==> src/rtl/pm_store.sv <==
`timescale 1ns/1ps
module pm_store #(
  parameter int NUM_STATES = 4,
  parameter int METRIC_W   = 4,
  parameter int NUM_SLOTS  = 8,
  parameter int START_HIGH = 7
) (
  input  logic                           clk,
  input  logic                           rst_n,
  input  logic                           clr_i,
  input  logic                           wr_en_i,
  input  logic [$clog2(NUM_SLOTS):0]     wr_slot_i,
  input  logic [$clog2(NUM_STATES)-1:0]  wr_state_i,
  input  logic [METRIC_W-1:0]            wr_data_i,
  input  logic                           rd_en_i,
  input  logic [$clog2(NUM_SLOTS)-1:0]   rd_a_slot_i,
  input  logic [$clog2(NUM_STATES)-1:0]  rd_a_state_i,
  input  logic [$clog2(NUM_SLOTS)-1:0]   rd_b_slot_i,
  input  logic [$clog2(NUM_STATES)-1:0]  rd_b_state_i,
  output logic [METRIC_W-1:0]            rd_a_data_o,
  output logic [METRIC_W-1:0]            rd_b_data_o,
  input  logic [NUM_STATES*METRIC_W-1:0] cand_i,
  output logic [$clog2(NUM_STATES)-1:0]  min_state_o,
  output logic [METRIC_W-1:0]            min_val_o
);
  localparam int ST_W    = $clog2(NUM_STATES);
  localparam int SL_W    = $clog2(NUM_SLOTS);
  localparam int WS_W    = SL_W + 1;
  localparam int ENTRIES = NUM_SLOTS * NUM_STATES;
  localparam int ADDR_W  = $clog2(ENTRIES);

  function automatic logic [METRIC_W-1:0] start_val(int idx);
    if (idx == 0)               return '0;
    else if (idx < NUM_STATES)  return METRIC_W'(START_HIGH);
    else                        return '0;
  endfunction

  logic [METRIC_W-1:0] mem_q [ENTRIES];

  logic              wr_ok;
  logic [ADDR_W-1:0] wr_idx, a_idx, b_idx;
  logic              a_hit, b_hit;

  assign wr_ok  = wr_en_i && (wr_slot_i < WS_W'(NUM_SLOTS));
  assign wr_idx = ADDR_W'(int'(wr_slot_i[SL_W-1:0]) * NUM_STATES + int'(wr_state_i));
  assign a_idx  = ADDR_W'(int'(rd_a_slot_i) * NUM_STATES + int'(rd_a_state_i));
  assign b_idx  = ADDR_W'(int'(rd_b_slot_i) * NUM_STATES + int'(rd_b_state_i));
  assign a_hit  = wr_ok && !clr_i && (wr_idx == a_idx);
  assign b_hit  = wr_ok && !clr_i && (wr_idx == b_idx);

  always_ff @(posedge clk or negedge rst_n) begin
    if (!rst_n) begin
      for (int i = 0; i < ENTRIES; i++) mem_q[i] <= start_val(i);
    end else if (clr_i) begin
      for (int i = 0; i < ENTRIES; i++) mem_q[i] <= start_val(i);
    end else if (wr_ok) begin
      mem_q[wr_idx] <= wr_data_i;
    end
  end

  always_ff @(posedge clk or negedge rst_n) begin
    if (!rst_n) begin
      rd_a_data_o <= '0;
      rd_b_data_o <= '0;
    end else if (rd_en_i) begin
      rd_a_data_o <= a_hit ? wr_data_i : mem_q[a_idx];
      rd_b_data_o <= b_hit ? wr_data_i : mem_q[b_idx];
    end
  end

  always_comb begin
    min_val_o   = cand_i[METRIC_W-1:0];
    min_state_o = '0;
    for (int k = 1; k < NUM_STATES; k++) begin
      if (cand_i[k*METRIC_W +: METRIC_W] < min_val_o) begin
        min_val_o   = cand_i[k*METRIC_W +: METRIC_W];
        min_state_o = ST_W'(k);
      end
    end
  end

  assert_hold_a_R4: assert property (@(posedge clk) disable iff (!rst_n)
    !rd_en_i |=> $stable(rd_a_data_o));
  assert_hold_b_R4: assert property (@(posedge clk) disable iff (!rst_n)
    !rd_en_i |=> $stable(rd_b_data_o));

  assert_fwd_a_R5: assert property (@(posedge clk) disable iff (!rst_n)
    (rd_en_i && wr_en_i && !clr_i && wr_slot_i == {1'b0, rd_a_slot_i} &&
     wr_state_i == rd_a_state_i) |=> rd_a_data_o == $past(wr_data_i));

  assert_min_owned_R8: assert property (@(posedge clk) disable iff (!rst_n)
    min_val_o == cand_i[min_state_o*METRIC_W +: METRIC_W]);

  for (genvar k = 0; k < NUM_STATES; k++) begin : g_min_chk
    assert_min_le_R8: assert property (@(posedge clk) disable iff (!rst_n)
      min_val_o <= cand_i[k*METRIC_W +: METRIC_W]);
    assert_tie_low_R9: assert property (@(posedge clk) disable iff (!rst_n)
      (ST_W'(k) < min_state_o) |-> (cand_i[k*METRIC_W +: METRIC_W] > min_val_o));
  end
endmodule

==> config.mk <==
export PLATFORM = sky130hd
export DESIGN_NAME = pm_store
export DESIGN_NICKNAME = d
export VERILOG_FILES = /design/src/rtl/pm_store.sv
export SDC_FILE = /design/constraint.sdc
export NUM_CORES = 1
export LEC_CHECK = 0
export ABC_CLOCK_PERIOD_IN_PS = 15100
export BUFFER_PORTS_ARGS = -buffer_cell sky130_fd_sc_hd__buf_2
export CAP_MARGIN = 0
export CORE_AREA = 2 2 128 130
export DETAILED_ROUTE_END_ITERATION = 10
export DIE_AREA = 0 0 130 132
export PLACE_DENSITY = 0.73
export SETUP_SLACK_MARGIN = 0.5
export SYNTH_ARGS = -nofsm -noshare
export SYNTH_HDL_FRONTEND = slang
export SYNTH_SLANG_ARGS = --single-unit
==> constraint.sdc <==
create_clock -name clk -period 15.1 [get_ports clk]
set_input_delay 1.51 -clock clk [delete_from_list [all_inputs] [get_ports clk]]
set_output_delay 1.51 -clock clk [all_outputs]
set_load 0.03 [all_outputs]
# Word level (Yosys, flattened, before mapping)
# Index checks and enable logic that the tools add are counted.
classes:
  n_addsub: 3
  order_cmp: 8
  n_eq_ne: 2
  n_mux: 19
  bitwise: 3
  reduce_logical: 7
op_table:
  columns: ["operator", "n"]
  rows:
  - ["$mux 128", 2]
  - ["$bwmux 128", 1]
  - ["$bmux 4 s5", 2]
  - ["$mux 4", 10]
  - ["$demux 4 s5", 1]
  - ["$ge 6x6->1 const B", 3]
  - ["$not 5->6", 3]
  - ["$add 5x2->5", 3]
  - ["$lt 4x4->1", 3]
  - ["$eq 5x5->1", 2]
  - ["$lt 6x1->1 const B", 1]
  - ["$logic_and 1x1->1", 5]
  - ["$lt 4x4->1 const B", 1]
  - ["$mux 2", 2]
  - ["$reduce_bool 2->1", 1]
  - ["$logic_not 1->1", 1]
  - ["$mux 1", 1]
totals:
  ff_bits: 136
  input_bits: 41
  output_inout_bits: 14

# Logic depth before layout (Yosys ltp)
depth:
  ltp_word: 9
  ltp_mapped: 16
  ltp_nobuf: 16

# Worst setup path before layout
# No wires, ideal clock.
synth_timing:
  path_kind: "input to output"
  from: "input port cand_i[3]"
  to: "output port min_val_o[1]"
  arrival_time_ps: 5482
  setup_slack_ps: 8108
  cell_stages: 16
  path_cell_list: "inv_1 -> ha_1 -> o211ai_1 -> o21ai_0 -> mux2i_1 -> ha_1 -> a2111o_1 -> a31o_2 -> and3_1 -> or2_2 -> ha_1 -> o21ai_0 -> nand2b_1 -> a21oi_1 -> or2_2 -> o31ai_1"
synth_between:
  elab_chain_len: 6
synth_rtl:
  columns: ["item", "line", "text"]
  rows:
  - ["from (decl)", "22", "input logic [NUM_STATES*METRIC_W-1:0] cand_i,"]
  - ["$lt 4x4->1", "75", "if (cand_i[k*METRIC_W +: METRIC_W] < min_val_o) begin"]
  - ["$mux 4 *", "75", null]
  - ["$lt 4x4->1", "75", null]
  - ["$mux 4 *", "75", null]
  - ["$lt 4x4->1", "75", null]
  - ["$mux 4 *", "75", null]
  - ["to (decl)", "24", "output logic [METRIC_W-1:0] min_val_o"]
# Mark *: on every way between the ends. The rest lies on a longest branch, timed or not.

# Worst setup path after layout
layout_timing:
  from: "input port cand_i[3]"
  to: "output port min_val_o[0]"
# The elaborated chain is that of the path after synthesis.

==> run_results.csv <==
group,metric,value,unit
global_routing,global_route_wire_length_before_repair,37500,µm
logic_synthesis,number_of_enable_flip_flop_cells_after_synthesis,0,
setup_path,critical_path_peak_fanout,5,
clock_tree,cts_setup_buffers,0,
clock_tree,clk-insertion-delay-late,0.43,ns
worst_hold_path,timing.hold.worst.class,"reg -> reg",
setup_path,critical_path.endpoint_type,"output port",
logic_synthesis,syn_nets,868,
clock_tree,cts-buffers-inserted,17,
clock_tree,cts.clk_slew.worst_paths,0.06,ns
power,power_leakage,0.00379,µW
logic_synthesis,syn_area,8490,µm²
final_layout,layout_commonest_cell,"dfrtp_1",
sta,slew_headroom,22.8,%
power,cellInternalPower,666,µW
setup_path,r2r-start,"mem_q[7]",
logic_synthesis,synth.avg_cell_area,10.4,µm²
worst_hold_path,hold-path-endpoint,"mem_q[73]",
clock_tree,numClockSinks,136,
logic_synthesis,ys.warnings.count,0,
setup_path,arrival,6.04,ns
setup_path,rrSetupSlack,12.97,ns
flow_run,max_cap_viol_count,0,
final_layout,most_frequent_cells_in_the_layout,"dfrtp_1, nand2_1, a21oi_1, nor2_1, mux2i_1",
power,power.switching_fraction,27.1,%
floorplanning,die_area,17200,µm²
logic_synthesis,synth-main-ff-cell,"dfrtp_1",
logic_synthesis,synth-seq-cells,136,
clock_tree,ctsRootBufferMaster,"clkbuf_16",
logic_synthesis,synth.yosys.seq_area_share,40.2,%
sta,final.hold.worst_slack,0.537,ns
final_layout,layout-area-overhead-vs-synth,10.6,%
clock_tree,cts_tree,"yes",
setup_path,worstReg2RegEnd,"rd_a_data_o[3]",
global_routing,pin_count_of_the_biggest_net_entering_global_routing,77,
logic_synthesis,post-synth-top-area-fraction,37.4,%
route,detail_route.wl_per_cell,22.3,µm
setup_path,worst_setup_path_start_kind,"input pin",
final_layout,final_util,59.7,%
route,drtPass1Iterations,5,
worst_hold_path,timing.hold.worst.start,"mem_q[73]",
clock_tree,cts_hold_buf,0,
power,power.combinational.fraction,13.1,%
sta,smallest_setup_slack_after_layout,7.55,ns
sta,report.final.hold_viol_count,0,
sta,finalMaxSlewViolations,0,
logic_synthesis,postSynth.asyncResetShare,100,%
placement,globalplace.congestion,0.906,
final_layout,finalNetCount,873,
logic_synthesis,synth.largest_area_cell,"dfrtp_1",
floorplanning,die-width,130,µm
sta,timing.fmax,132,MHz
floorplanning,floorplan.core_area,15700,µm²
setup_path,cp_data_required_time,13.59,ns
route,avgViaCountPerCell,6.65,
final_layout,regArea,3410,µm²
route,routed-via-count,6988,
power,total_switching_power,248,µW
setup_path,timing.reg2reg.worst_path_depth,5,
sta,tightest_slew,1.15,ns
route,drt_drc_violations_left,0,
sta,grt_setup_unrepaired,"no",
setup_path,worstSetupPathType,"in -> out",
global_routing,grt_overflow_total,0,
route,wirelength,23500,µm
logic_synthesis,synth.top_cells.by_area,"dfrtp_1, mux4_2, mux2i_1, a21oi_1, nand2_1",
final_layout,final_layout_size_suffix_gt1_share,21.1,%
floorplanning,boundaryPins,55,
global_routing,globalRouteTotalUtil,28.4,%
power,clock_power_share,46.2,%
sta,post-route-period-util,50.0,%
global_routing,antenna_violations_before_repair,1,
clock_tree,post_cts_resize_count,0,
placement,place_ws,7.61,ns
power,seq_power_share,40.7,%
placement,place.detailed.hpwl,15300,µm
sta,finalSetupViolations,0,
global_routing,first_global_vias,6955,
clock_tree,cts-htree-levels,4,
status,outcome,"complete, no violations",
placement,buffer_ports.inserted,54,
sta,skew,0.00597,ns
clock_tree,cts_buffer_depth,2,
floorplanning,number_of_placement_rows,46,
route,count_of_nets_left_with_antenna_violations_after_detail_routing,0,
final_layout,multi_input_area,4730,µm²
final_layout,fill_cells,1277,
power,vdd.ir_drop.worst,0.0941,mV
floorplanning,start_util,54.0,%
sta,finalSetupTns,0,ns
placement,dp_cells,1018,
logic_synthesis,synth.lib_cells_used.distinct,59,
power,power.density,97.3,nW/µm²
worst_hold_path,timing.hold.worst_path_depth,2,
sta,final.min_clock_period,7.55,ns
final_layout,finish.cell_count_without_fillers,1051,
logic_synthesis,synthesis.instances,816,
floorplanning,die_y,132,µm
route,first_iter_violations,753,
## power groups by stage
stage               clock network (µW)  logic (µW)  registers [µW]
floorplan                            0        76.2             382
global placement                     0         115             378
detailed placement                   0         118             378
CTS                                426         119             372
global route                       440         129             372
finish                             422         120             372
## worst max-delay path, cell delays in order
cell and delay [ns]:
buf_2 0.09, inv_1 0.04, ha_1 0.32, o211ai_1 0.12, o21ai_0 0.43, mux2i_1 0.30
ha_1 0.30, a2111o_1 0.42, a31o_2 0.25, and3_1 0.18, or2_2 0.29, ha_1 0.19
or4_1 0.51, a311oi_1 0.35, or2_2 0.24, mux2_2 0.34, buf_2 0.17
## logic make-up after synthesis
logic type	Yosys count	share of synthesized area, %
simple gates	288	15.6
compound gates	149	11.2
mux	136	26.0
flops	136	40.2
buf+inv	86	4.30
fa+ha+maj	11	1.62
xor+xnor	10	1.03
## cell usage after synthesis (10+ instances only)
cell,number
nand3_1,63
dfrtp_1,127
nand2_1,92
mux4_2,56
ha_1,11
and3_1,12
clkbuf_1,54
o22ai_1,10
mux2i_1,70
a21oi_1,75
nor2_1,75
o21ai_0,17
## layout make-up
class | count | share of cell area, %
tap | 216 | 2.88
inverter | 10 | 0.400
timing repair buffer | 62 | 3.61
clock buffer | 19 | 4.61
clock inverter | 13 | 1.67
sequential | 136 | 36.4
antenna | 1 | 0.0267
multi-input combinational | 594 | 50.4
## registers in the layout, summed over array words and instances, names as in the netlist
name / count
mem_q: 128
rd_a_data_o: 4
rd_b_data_o: 4
## how the worst max path moves through the flow
| stage | from | endpoint | slack, ns |
|---|---|---|---|
| global placement | cand_i[3] | min_val_o[0] | 7.79 |
| global route | cand_i[3] | min_val_o[0] | 7.27 |
| floorplan | cand_i[3] | min_val_o[1] | 8.11 |
| CTS | cand_i[3] | min_val_o[0] | 7.58 |
| detailed placement | cand_i[3] | min_val_o[0] | 7.61 |
| finish | cand_i[3] | min_val_o[0] | 7.55 |
## routing by layer
metal  track usage [%]  vias to the layer above  wire, µm
met5                 0                        -         0
li1                  -                     3021         -
met1              38.7                     3535      9490
met4              12.2                        0       813
met3              5.64                       72      1820
met2              44.4                      360     11300
## metrics by stage
step                power (µW)  cell area, µm²
finish                     914            9390
CTS                        916            9380
global route               941            9380
global placement           493            8790
floorplan                  459            8490
detailed placement         496            8790
(Power assumes the default switching activity.)
